**config.mk**
```make
export PLATFORM = sky130hd
export DESIGN_NAME = ternary_rc_adder
export DESIGN_NICKNAME = d
export VERILOG_FILES = /design/src/rtl/tadd_pkg.sv /design/src/rtl/trit_decoder.sv /design/src/rtl/trit_encoder.sv /design/src/rtl/trit_digit_cell.sv /design/src/rtl/ternary_rc_adder.sv
export SDC_FILE = /design/constraint.sdc
export NUM_CORES = 1
export LEC_CHECK = 0
export BUFFER_PORTS_ARGS = -buffer_cell sky130_fd_sc_hd__buf_2
export CAP_MARGIN = 20
export CORE_ASPECT_RATIO = 0.9
export CORE_MARGIN = 2
export CORE_UTILIZATION = 25
export DETAILED_ROUTE_END_ITERATION = 16
export PLACE_DENSITY = 0.38
export SYNTH_ARGS = -nofsm -noshare
export SYNTH_HDL_FRONTEND = slang
export SYNTH_SLANG_ARGS = --single-unit
```
**constraint.sdc**
```tcl
create_clock -name vclk -period 18.59
set_input_delay 3.718 -clock vclk [all_inputs]
set_output_delay 3.718 -clock vclk [all_outputs]
set_load 0.01 [all_outputs]
```
**src/rtl/tadd_pkg.sv**
```systemverilog
package tadd_pkg;
  typedef logic [1:0] trit_code_t;

  localparam trit_code_t TC_ZERO = 2'b00;
  localparam trit_code_t TC_ONE  = 2'b01;
  localparam trit_code_t TC_HIGH = 2'b10;  // 2 unsigned, -1 balanced
  localparam trit_code_t TC_BAD  = 2'b11;

  localparam int unsigned OH_W = 3;
  typedef logic [OH_W-1:0] trit_oh_t;  // [0]=zero [1]=one [2]=high

  typedef logic signed [3:0] dsum_t;

  function automatic trit_oh_t val_to_oh(input dsum_t v);
    trit_oh_t oh;
    oh = '0;
    if (v == 4'sd0)      oh[0] = 1'b1;
    else if (v == 4'sd1) oh[1] = 1'b1;
    else                 oh[2] = 1'b1;  // 2 or -1
    return oh;
  endfunction
endpackage

```
**src/rtl/trit_decoder.sv**
```systemverilog
module trit_decoder
  import tadd_pkg::*;
(
  input  trit_code_t code_i,
  output trit_oh_t   oh_o,
  output logic       bad_o
);
  always_comb begin
    bad_o   = (code_i == TC_BAD);
    oh_o[0] = (code_i == TC_ZERO) || bad_o;
    oh_o[1] = (code_i == TC_ONE);
    oh_o[2] = (code_i == TC_HIGH);
  end
endmodule

```
**src/rtl/trit_encoder.sv**
```systemverilog
module trit_encoder
  import tadd_pkg::*;
(
  input  trit_oh_t   oh_i,
  output trit_code_t code_o
);
  always_comb begin
    code_o = TC_ZERO;
    if (oh_i[1]) code_o = TC_ONE;
    if (oh_i[2]) code_o = TC_HIGH;
  end
endmodule

```
**src/rtl/trit_digit_cell.sv**
```systemverilog
module trit_digit_cell
  import tadd_pkg::*;
(
  input  logic       bal_i,
  input  trit_code_t a_i,
  input  trit_code_t b_i,
  input  trit_code_t c_i,
  output trit_code_t s_o,
  output trit_code_t c_o,
  output logic       err_o
);
  localparam int unsigned NIN = 3;

  trit_code_t codes [NIN];
  trit_oh_t   ohs   [NIN];
  logic [NIN-1:0] bads;
  dsum_t      vals  [NIN];

  assign codes[0] = a_i;
  assign codes[1] = b_i;
  assign codes[2] = c_i;

  for (genvar g = 0; g < NIN; g++) begin : g_dec
    trit_decoder u_dec (.code_i(codes[g]), .oh_o(ohs[g]), .bad_o(bads[g]));
    always_comb begin
      if (ohs[g][1])      vals[g] = 4'sd1;
      else if (ohs[g][2]) vals[g] = bal_i ? -4'sd1 : 4'sd2;
      else                vals[g] = 4'sd0;
    end
  end

  dsum_t total, dig_v, car_v;
  trit_oh_t dig_oh, car_oh;

  always_comb begin
    total = vals[0] + vals[1] + vals[2];
    dig_v = total;
    car_v = 4'sd0;
    if (!bal_i) begin
      if (total >= 4'sd6) begin
        dig_v = total - 4'sd6;
        car_v = 4'sd2;
      end else if (total >= 4'sd3) begin
        dig_v = total - 4'sd3;
        car_v = 4'sd1;
      end
    end else begin
      if (total >= 4'sd2) begin
        dig_v = total - 4'sd3;
        car_v = 4'sd1;
      end else if (total <= -4'sd2) begin
        dig_v = total + 4'sd3;
        car_v = -4'sd1;
      end
    end
    dig_oh = val_to_oh(dig_v);
    car_oh = val_to_oh(car_v);
  end

  trit_encoder u_enc_s (.oh_i(dig_oh), .code_o(s_o));
  trit_encoder u_enc_c (.oh_i(car_oh), .code_o(c_o));

  assign err_o = |bads;
endmodule

```
**src/rtl/ternary_rc_adder.sv**
```systemverilog
module ternary_rc_adder
  import tadd_pkg::*;
#(
  parameter int unsigned N = 4
) (
  input  logic           bal_mode,
  input  logic           negate_b,
  input  logic [2*N-1:0] op_a,
  input  logic [2*N-1:0] op_b,
  input  logic [1:0]     carry_in,
  output logic [2*N-1:0] sum,
  output logic [1:0]     carry_out,
  output logic           code_err
);
  localparam int unsigned W = 2 * N;

  trit_code_t     chain [N+1];
  logic [N-1:0]   errs;
  logic           flip;

  assign flip     = bal_mode & negate_b;
  assign chain[0] = carry_in;

  for (genvar i = 0; i < N; i++) begin : g_dig
    trit_code_t a_d, b_d, b_eff, s_d;
    assign a_d   = op_a[2*i +: 2];
    assign b_d   = op_b[2*i +: 2];
    // swapping the two bits exchanges 01 and 10, keeps 00 and 11
    assign b_eff = flip ? {b_d[0], b_d[1]} : b_d;

    trit_digit_cell u_cell (
      .bal_i (bal_mode),
      .a_i   (a_d),
      .b_i   (b_eff),
      .c_i   (chain[i]),
      .s_o   (s_d),
      .c_o   (chain[i+1]),
      .err_o (errs[i])
    );
    assign sum[2*i +: 2] = s_d;
  end

  assign carry_out = chain[N];
  assign code_err  = |errs;

  logic [W-1:0] unused_w;
  assign unused_w = '0;
endmodule

```
# Word-level counts from Yosys, hierarchy flattened
# Index checks and enable logic that the tools add are counted.
# Widths: inputs -> output; s select.
# classes
n_lt_le_gt_ge,16
mux,109
addsub,20
n_reduce_logical,9
eq_ne,44
n_bitwise,1
# op_table
operator,count
$mux 4,61
$eq 2x2->1 const B,24
$mux 2,20
$add 4x4->4,8
$eq 4x2->1 const B,8
$ge 4x3->1 const B,8
$logic_not 4->1,8
$mux 1,28
$eq 2x1->1 const B,12
$add 4x3->4 const B,4
$ge 4x4->1 const B,4
$le 4x2->1 const B,4
$sub 4x3->4 const B,4
$sub 4x4->4 const B,4
$reduce_or 12->1,1
$and 1x1->1,1
# totals
output_inout_bits,11
elab_cells,199
register_bits,0
in_bits,20

# Depth between registers and ports, before layout
# Gate-level depths: netlist of the first run.
# depth
ltp_word,55
depth_mapped,50
ltp_nobuf,44

# Modules after synthesis
# From an unflattened synthesis of the first run, not the netlist that was laid out.
# unflattened
hier_cells,398
area_unflattened_um2,3354.5
# by_module_without_submodules
module,cells_per_inst,n_inst,seq_area_each_um2,area_each_um2
trit_digit_cell at g_dig[1].u_cell,83,1,0.0,683.2
trit_digit_cell at g_dig[3].u_cell,81,1,0.0,658.1
trit_digit_cell at g_dig[2].u_cell,84,1,0.0,623.1
trit_digit_cell at g_dig[0].u_cell,64,1,0.0,575.6
trit_decoder,5,12,0.0,45.0
trit_encoder,2,8,0.0,21.3
ternary_rc_adder,10,1,0.0,103.8

# Worst setup path before layout of the first run
# OpenSTA, ideal clock, no wires.
# synth_timing
path_type,input port to output port
start,input bal_mode
end,output sum[6]
path_buffers,7
required_time_ns,14.872
path_slack_ns,0.594
arrival_ns,14.278
stages,48
path_cell_list,clkbuf_1 > clkbuf_1 > buf_1 > a21boi_0 > fa_1 > inv_1 > ha_1 > inv_1 > fa_1 > clkbuf_1 > inv_1 > ha_1 > nand2_1 > and2_1 > nor2_1 > a21oi_1 > fa_1 > inv_1 > (+12 left out) > fa_1 > clkbuf_1 > inv_1 > ha_1 > a211oi_1 > nor2_1 > a21o_1 > mux2i_1 > fa_1 > inv_1 > ha_1 > fa_1 > ha_1 > and2_0 > o32ai_1 > a31oi_1 > or4_1 > a211oi_1
# synth_via
elab_chain_cells,55
elab_cells_between_ends,119
cone_classes,add/sub: 11; order compare: 16; eq/ne: 18; mux: 69; bitwise: 1; reduce/logical: 4
# synth_lines
element,line_no,rtl
from (decl),ternary_rc_adder.sv:6,"input logic bal_mode,"
$and 1x1->1,ternary_rc_adder.sv:21,assign flip = bal_mode & negate_b;
$mux 2,ternary_rc_adder.sv:29,"assign b_eff = flip ? {b_d[0], b_d[1]} : b_d;"
$eq 2x2->1,trit_decoder.sv:12,oh_o[2] = (code_i == TC_HIGH);
$mux 4,trit_digit_cell.sv:27,else if (ohs[g][2]) vals[g] = bal_i ? -4'sd1 : 4'sd2;
$mux 4,trit_digit_cell.sv:26,if (ohs[g][1]) vals[g] = 4'sd1;
$add 4x4->4 (2 in series),trit_digit_cell.sv:36,total = vals[0] + vals[1] + vals[2];
$ge 4x3->1 or $le 4x2->1 (tied branches),"trit_digit_cell.sv:43, trit_digit_cell.sv:51",
$mux 1 or $mux 4 (tied branches),"trit_digit_cell.sv:43, trit_digit_cell.sv:51",
(+38 left out),-,
"$mux 4, on equally long branches","trit_digit_cell.sv:43, trit_digit_cell.sv:51",
"$mux 4, on equally long branches","trit_digit_cell.sv:40, trit_digit_cell.sv:48",
$mux 4 (*),trit_digit_cell.sv:39,if (!bal_i) begin
$eq 4x2->1,tadd_pkg.sv:18,else if (v == 4'sd1) oh[1] = 1'b1;
$mux 1,tadd_pkg.sv:18,
$mux 2 (*),tadd_pkg.sv:17,if (v == 4'sd0) oh[0] = 1'b1;
$mux 1,trit_encoder.sv:9,if (oh_i[1]) code_o = TC_ONE;
$mux 2 (*),trit_encoder.sv:10,if (oh_i[2]) code_o = TC_HIGH;
to (decl),ternary_rc_adder.sv:11,"output logic [2*N-1:0] sum,"
# Every way passes the cells marked *; elsewhere a longest branch is shown, timed or not.

# Worst setup path after layout of the first run
# Ends and elaborated chain as after synthesis.

==> metrics.md, run 1 <==
| Metric | Value |
|---|---|
| Status | `completed` |
| Post-synthesis xor/xnor area fraction | `7.99%` |
| Largest net degree at the start of global routing | `37` |
| Core area | `10200 um2` |
| End of the critical path | `sum[6]` |
| # IOs | `31` |
| Final Hold Viols | `0` |
| Synth area leader | `ha_1` |
| Minimum clock period | `17.72 ns` |
| DP Worst Slack | `0.560 ns` |
| Antenna Cells | `0` |
| Compound-Gate Fraction of Synth Area | `31.0%` |
| Remaining antenna violation count | `0` |
| Fin. max-slew vios | `0` |
| Hold Path Stages | `4` |
| First-pass GRT wire length | `12400 um` |
| Distinct cell type count after synthesis | `59` |
| Crit-path max FO | `18` |
| 1st-pass router iterations | `4` |
| Fin worst setup slack | `0.872 ns` |
| Routed vias | `2601` |
| GR Overflow Total | `0` |
| Floorplan row count | `35` |
| Sequential cell count | `0` |
| Setup violators final | `0` |
| Die Width | `111 um` |
| RSZ-0062 raised after global routing | `no` |
| Most frequent cell after synthesis | `a21oi_1` |
| Commonest cells post-synth | `a21oi_1 (36), inv_1 (33), ha_1 (28)` |
| Nets | `434` |
| Top cells by area, synth | `ha_1 (14%), fa_1 (12%), a21oi_1 (7.0%)` |
| Kind of critical path | `input pin to output port` |
| Fin Setup TNS | `0 ns` |
| Mean Syn Cell Area | `7.30 um2` |
| Initial Util | `25.4%` |
| Total wire length | `7040 um` |
| Total Routing Usage GR | `12.8%` |
| Fraction of layout cells with a size suffix above 1 | `12.8%` |
| Area share of fa/ha/maj cells after synthesis | `26.0%` |
| Startpoint Class | `input pin` |
| Mapped Area | `2580 um2` |
| DR WL/cell | `14.2 um` |
| Cells after Synth | `354` |
| Share of the synthesized area in the top cell type | `13.6%` |
| Vias per cell | `5.23` |
| Die Footprint | `11200 um2` |
| Slowest stage cell, crit path | `fa_2` |
| Detailed Place HPWL | `5550 um` |
| Slew headroom | `58.6%` |
| Hold WC Path Type | `input pin to output port` |
| Initial antenna violation count | `0` |
| Vias in the first global route | `2566` |
| Mux cell area share after synthesis | `1.94%` |
| Final Wtd Congestion | `0.812` |
| CP peak stage delay | `0.66 ns` |
| FF/Latch Area | `0 um2` |
| Register area share after synthesis | `0%` |
| Worst setup EP type | `output port` |
| P&R area growth vs syn | `10.7%` |
| Final core utilization | `28.2%` |
| Worst Path Arrival | `14.00 ns` |
| Slew @ Worst Pin | `0.620 ns` |
| Main combinational cell family by area after synthesis | `compound AO/OA/AOI/OAI gates` |
| CLK BUF | `0` |
| Crit path required time | `14.87 ns` |
| Max Cap Viol | `0` |
| Origin of the worst setup path | `bal_mode` |
| Initial DRC count | `104` |
| Yosys warns | `0` |
| Max Fclk | `56.4 MHz` |
| # DRC | `0` |
| Die Height | `100 um` |
| # port buffers | `31` |
| Final Cycle Share | `95.3%` |
| Syn Nets | `418` |
| Simple-Gate Fraction of Synth Area | `25.1%` |
==> stage by stage <==
stage / hold WS, ns / cell area, um2 / cells
CTS: 7.79 / 2850 / 497
floorplan: 7.58 / 2580 / 354
detailed placement: 7.79 / 2850 / 497
global placement: 7.79 / 2850 / 497
finish: 7.78 / 2860 / 497
global route: 7.81 / 2860 / 497
==> worst max-delay path: cells and delay by family <==
family	cells	cell delay, ns
buf+inv	9	1.08
simple gates	10	1.94
compound gates	8	1.88
fa+ha+maj	15	5.19
mux	1	0.19
==> layer usage <==
layer | vias up | GRT usage [%] | part of all wire (%)
met4 | 0 | 1.33 | 1.2
met2 | 43 | 22.2 | 46
met1 | 1230 | 18.8 | 51
met3 | 6 | 0.121 | 2.3
met5 | - | 0 | 0
li1 | 1322 | - | -
==> worst min path at each step <==
stage / start / endpoint / slack, ns
6_report: op_b[1] / code_err / 7.78
5_1_grt: op_b[5] / code_err / 7.81
4_1_cts: op_b[1] / code_err / 7.79
3_5_place_dp: op_b[1] / code_err / 7.79
3_3_place_gp: op_b[1] / code_err / 7.79
2_1_floorplan: op_b[4] / code_err / 7.58
==> cell families after synthesis <==
group / count (synthesis)
muxes: 5
xor gates and xnor gates: 12
and+or+nand+nor: 119
adders and majority gates: 44
buffers and inverters: 54
AOI/OAI and AO/OA: 120
==> placed cells by master, fill, tap and decap left out, types with 4 or more instances in the layout <==
cell type   n
a21oi_1    36
inv_1      33
buf_2      31
ha_1       28
nand2_1    23
nor2_1     23
nor2b_1    19
o21ai_0    18
fa_1       15
nand2b_1   10
nand3_1    10
a31oi_1    10
o211ai_1    7
a211oi_1    6
nand3b_1    6
o31ai_1     6
mux2i_1     5
nor3_1      5
or3_1       4
o2111ai_1   4
xnor2_1     4
buf_4       4
==> repair_timing <==
item,in CTS,in global routing
setup buffers,0,0
endpoints found under the setup margin,0,2
hold buffers,0,0
resized for setup,0,4
==> layout make-up <==
cell class,count,area [um2]
Timing Repair Buffer,35,185
Multi-Input combinational cell,300,2390
Inverter,33,124
Tap cell,129,161
Fill cell,1119,7300
Power of run 1 is not shown: default switching activity piles up to over one toggle a cycle in this logic, so the estimate is an artifact.
==> run 2, diff against run 1 <==
- ABC_AREA: unset -> 1
==> metrics.md, run 2 <==
| Metric | Value |
|---|---|
| Nets | `567` |
| Die Width | `113 um` |
| Origin of the worst setup path | `bal_mode` |
| Top delay family on crit path | `adder cells` |
| P&R area growth vs syn | `10.3%` |
| Sequential cell count | `0` |
| Total setup buffers inserted after CTS | `0` |
| Fill cell count | `1197` |
| CP Buf/Inv Count | `14` |
| Startpoint Class | `input pin` |
| Total Routing Usage GR | `12.8%` |
| Vias per cell | `4.58` |
| Max Fclk | `56.6 MHz` |
| Commonest non-fill, non-tap cell in the layout | `nand2_1` |
| 1st-pass router iterations | `10` |
| Hold Path Stages | `4` |
| Total wire length | `6860 um` |
| Placed instance area | `2930 um2` |
| Top cells by area, synth | `nand2_1 (23%), inv_1 (13%), ha_1 (13%)` |
| Worst Path Arrival | `13.95 ns` |
| CP Depth | `56` |
| Worst hold slack | `7.77 ns` |
| Antenna Cells | `0` |
| Design Area, Final | `2950 um2` |
| Slowest stage cell, crit path | `fa_2` |
| DR WL/cell | `10.9 um` |
| Syn Nets | `542` |
| Kind of critical path | `input pin to output port` |
| Cells after Synth | `478` |
| Slew headroom | `75.7%` |
| Floorplan row count | `35` |
| GR Overflow Total | `0` |
| Synth area leader | `nand2_1` |
| RSZ-0062 raised after global routing | `no` |
| Core area | `10300 um2` |
| Multi-input gate area | `2260 um2` |
| Minimum clock period | `17.67 ns` |
| Most frequent cells in the layout | `nand2_1 (165), inv_1 (94), nand3_1 (49), buf_2 (31), ha_1 (28)` |
| Final Wtd Congestion | `0.787` |
| Final Hold Viols | `0` |
| Setup violators final | `0` |
| Fin. max-slew vios | `0` |
| Mapped Area | `2670 um2` |
| First-pass GRT wire length | `12800 um` |
| Mean Syn Cell Area | `5.59 um2` |
| Largest net degree at the start of global routing | `26` |
| Fraction of layout cells with a size suffix above 1 | `12.8%` |
| Die Footprint | `11500 um2` |
| Initial antenna violation count | `0` |
| Status | `finished, violations left` |
| Worst setup EP type | `output port` |
| Crit path required time | `14.87 ns` |
| Yosys warns | `0` |
| Register area share after synthesis | `0%` |
| Commonest cells post-synth | `nand2_1 (165), inv_1 (94), nand3_1 (49)` |
| Final Cycle Share | `95.0%` |
| Initial DRC count | `84` |
| CP peak stage delay | `0.66 ns` |
| Fin Setup TNS | `0 ns` |
| Max Cap Viol | `0` |
| Distinct cell type count after synthesis | `31` |
| Most frequent cell after synthesis | `nand2_1` |
| Routed vias | `2888` |
| FF/Latch Area | `0 um2` |
| Slew @ Worst Pin | `0.364 ns` |
| Remaining antenna violation count | `0` |
| # DRC | `1` |
| # port buffers | `31` |
| End of the critical path | `sum[6]` |
| Detailed Place HPWL | `5720 um` |
| Initial Util | `25.9%` |
| Vias in the first global route | `2894` |
| # IOs | `31` |
| Crit-path max FO | `16` |
| Die Height | `102 um` |
| Hold WC Path Type | `input pin to output port` |
| CLK BUF | `0` |
| CTS Hold Bufs | `0` |
| Share of the synthesized area in the top cell type | `23.2%` |
| Failing checks | `DRC` |
run 2: changes by cell type in the layout (fill, tap and decap cells not counted), moves of 9 or more:
cell / delta
nand4_1: +9
nand2_1: +142
a21oi_1: -26
inv_1: +61
nand2b_1: -10
nand3_1: +39
nand2_2: +10
nor2b_1: -19
nand3_2: +10
a31oi_1: -10
run 2: cells by family (layout without fill, tap and decap cells):
logic type               count (synthesis)  in the layout  share of synthesized area, %
AO/OA/AOI/OAI                           50             50                          10.8
AND/OR/NAND/NOR                        273            273                          46.2
adder cells (fa/ha/maj)                 44             44                          25.1
XOR/XNOR                                 6              6                          1.97
buffers and inverters                  105            128                          16.0
run 2: final cells by class:
type / instances / area share [%]
Multi-Input combinational cell: 373 / 76.7
Tap cell: 129 / 5.47
Inverter: 95 / 12.1
Timing Repair Buffer: 33 / 5.77
run 2: how the worst min path moves through the flow:
stage               startpoint       end  slack (ns)
floorplan              op_b[4]  code_err        7.58
global placement       op_b[4]  code_err        7.77
detailed placement     op_b[4]  code_err        7.77
CTS                    op_b[4]  code_err        7.77
global route           op_b[6]  code_err        7.80
finish                 op_b[6]  code_err        7.77
run 2: metal layers:
metal	vias to the layer above	share of wire [%]	global-route usage, %
li1	1549	-	-
met3	0	1.8	0.237
met5	-	0	0
met4	0	0	0.750
met1	1312	50	17.3
met2	27	48	24.0
run 2: metrics by stage:
step / util (%) / setup slack (ns) / cells
3_3_place_gp: 28.4 / 0.533 / 630
5_1_grt: 28.5 / 0.00666 / 630
3_5_place_dp: 28.4 / 0.511 / 630
2_1_floorplan: - / 1.79 / 478
4_1_cts: 28.4 / 0.456 / 630
6_report: 28.5 / 0.921 / 630
run 2: timing repair:
item	in CTS	in global routing
hold endpoints to repair	0	0
endpoints found under the setup margin	0	4
resized for setup	0	6
Power of run 2 is left out for the same reason.
==> run 3, diff against run 2 <==
- CORE_ASPECT_RATIO: 0.9 -> 1.25
==> metrics.md, run 3 (same netlist as run 2, synthesis figures left out) <==
| Metric | Value |
|---|---|
| Routed vias | `2893` |
| DR WL/cell | `11.3 um` |
| Initial Util | `25.4%` |
| Fin. max-slew vios | `0` |
| P&R area growth vs syn | `10.3%` |
| Fin Setup TNS | `0 ns` |
| Antenna Cells | `0` |
| Detailed Place HPWL | `6060 um` |
| Largest net degree at the start of global routing | `26` |
| Final Wtd Congestion | `0.848` |
| Initial antenna violation count | `0` |
| Slew headroom | `76.6%` |
| Top cell by count, worst path | `inv_1` |
| Die Height | `120 um` |
| CTS Hold Bufs | `0` |
| Fill cell count | `1243` |
| Slew @ Worst Pin | `0.351 ns` |
| Core area | `10500 um2` |
| Final core utilization | `28.1%` |
| # port buffers | `31` |
| Startpoint Class | `input pin` |
| Kind of critical path | `input pin to output port` |
| Placed insts | `633` |
| Sequential cell count | `0` |
| Total Routing Usage GR | `12.6%` |
| Final Cycle Share | `94.9%` |
| Nets | `567` |
| Vias per cell | `4.57` |
| Floorplan row count | `42` |
| First-pass GRT wire length | `12100 um` |
| CP peak stage delay | `0.66 ns` |
| Hold WC Path Type | `input pin to output port` |
| Most frequent cells in the layout | `nand2_1 (165), inv_1 (94), nand3_1 (48), buf_2 (31), ha_1 (28)` |
| FF/Latch Area | `0 um2` |
| Vias in the first global route | `2806` |
| Non-Filler Instances | `633` |
| Crit-path max FO | `16` |
| # DRC | `0` |
| Die Width | `96.5 um` |
| Status | `completed` |
| Design Area, Final | `2950 um2` |
| Fraction of layout cells with a size suffix above 1 | `12.8%` |
| Setup violators final | `0` |
| Max Fclk | `56.7 MHz` |
| Total setup buffers inserted after CTS | `0` |
| RSZ-0062 raised after global routing | `no` |
| Placed instance area | `2940 um2` |
| Slowest stage cell, crit path | `fa_2` |
| Max Cap Viol | `0` |
| Crit path required time | `14.87 ns` |
| Remaining antenna violation count | `0` |
| # IOs | `31` |
| CLK BUF | `0` |
| GR Overflow Total | `0` |
| Multi-input gate area | `2260 um2` |
| Post-cts sizing count | `0` |
| Die Footprint | `11500 um2` |
| Worst setup EP type | `output port` |
| Total wire length | `7170 um` |
| Final Hold Viols | `0` |
| Worst Path Arrival | `13.91 ns` |
| 1st-pass router iterations | `4` |
| Commonest non-fill, non-tap cell in the layout | `nand2_1` |
| Initial DRC count | `93` |
| Minimum clock period | `17.63 ns` |
-- run 3: final timing paths --
kind | startpoint | to | slack [ns] | cells after the start
max | bal_mode | sum[6] | 0.96 | 54
min | op_a[6] | code_err | 7.83 | 4
-- run 3: final cells by class --
type,instances,share of cell area [%]
multi-input combinational,373,76.5
inverter,95,12.1
tap,132,5.60
timing repair buffer,33,5.77
-- run 3: layer usage --
metal,share of wire [%],global-route usage [%]
met1,45,16.3
met2,51,23.7
met3,3.5,0.251
met4,1.0,1.58
met5,0,0
-- run 3: stage by stage --
stage	hold WS, ns	setup slack (ns)
finish	7.83	0.957
detailed placement	7.84	0.680
floorplan	7.58	1.79
global route	7.87	0.0192
global placement	7.86	0.794
CTS	7.85	0.653
-- run 3: critical path, delay by kind of cell --
kind                       cells  cell delay [ns]
adders and majority gates     16             6.09
and+or+nand+nor               14             1.56
AOI/OAI and AO/OA              9             1.37
buffers and inverters         15             1.13
Power of run 3 is left out for the same reason.
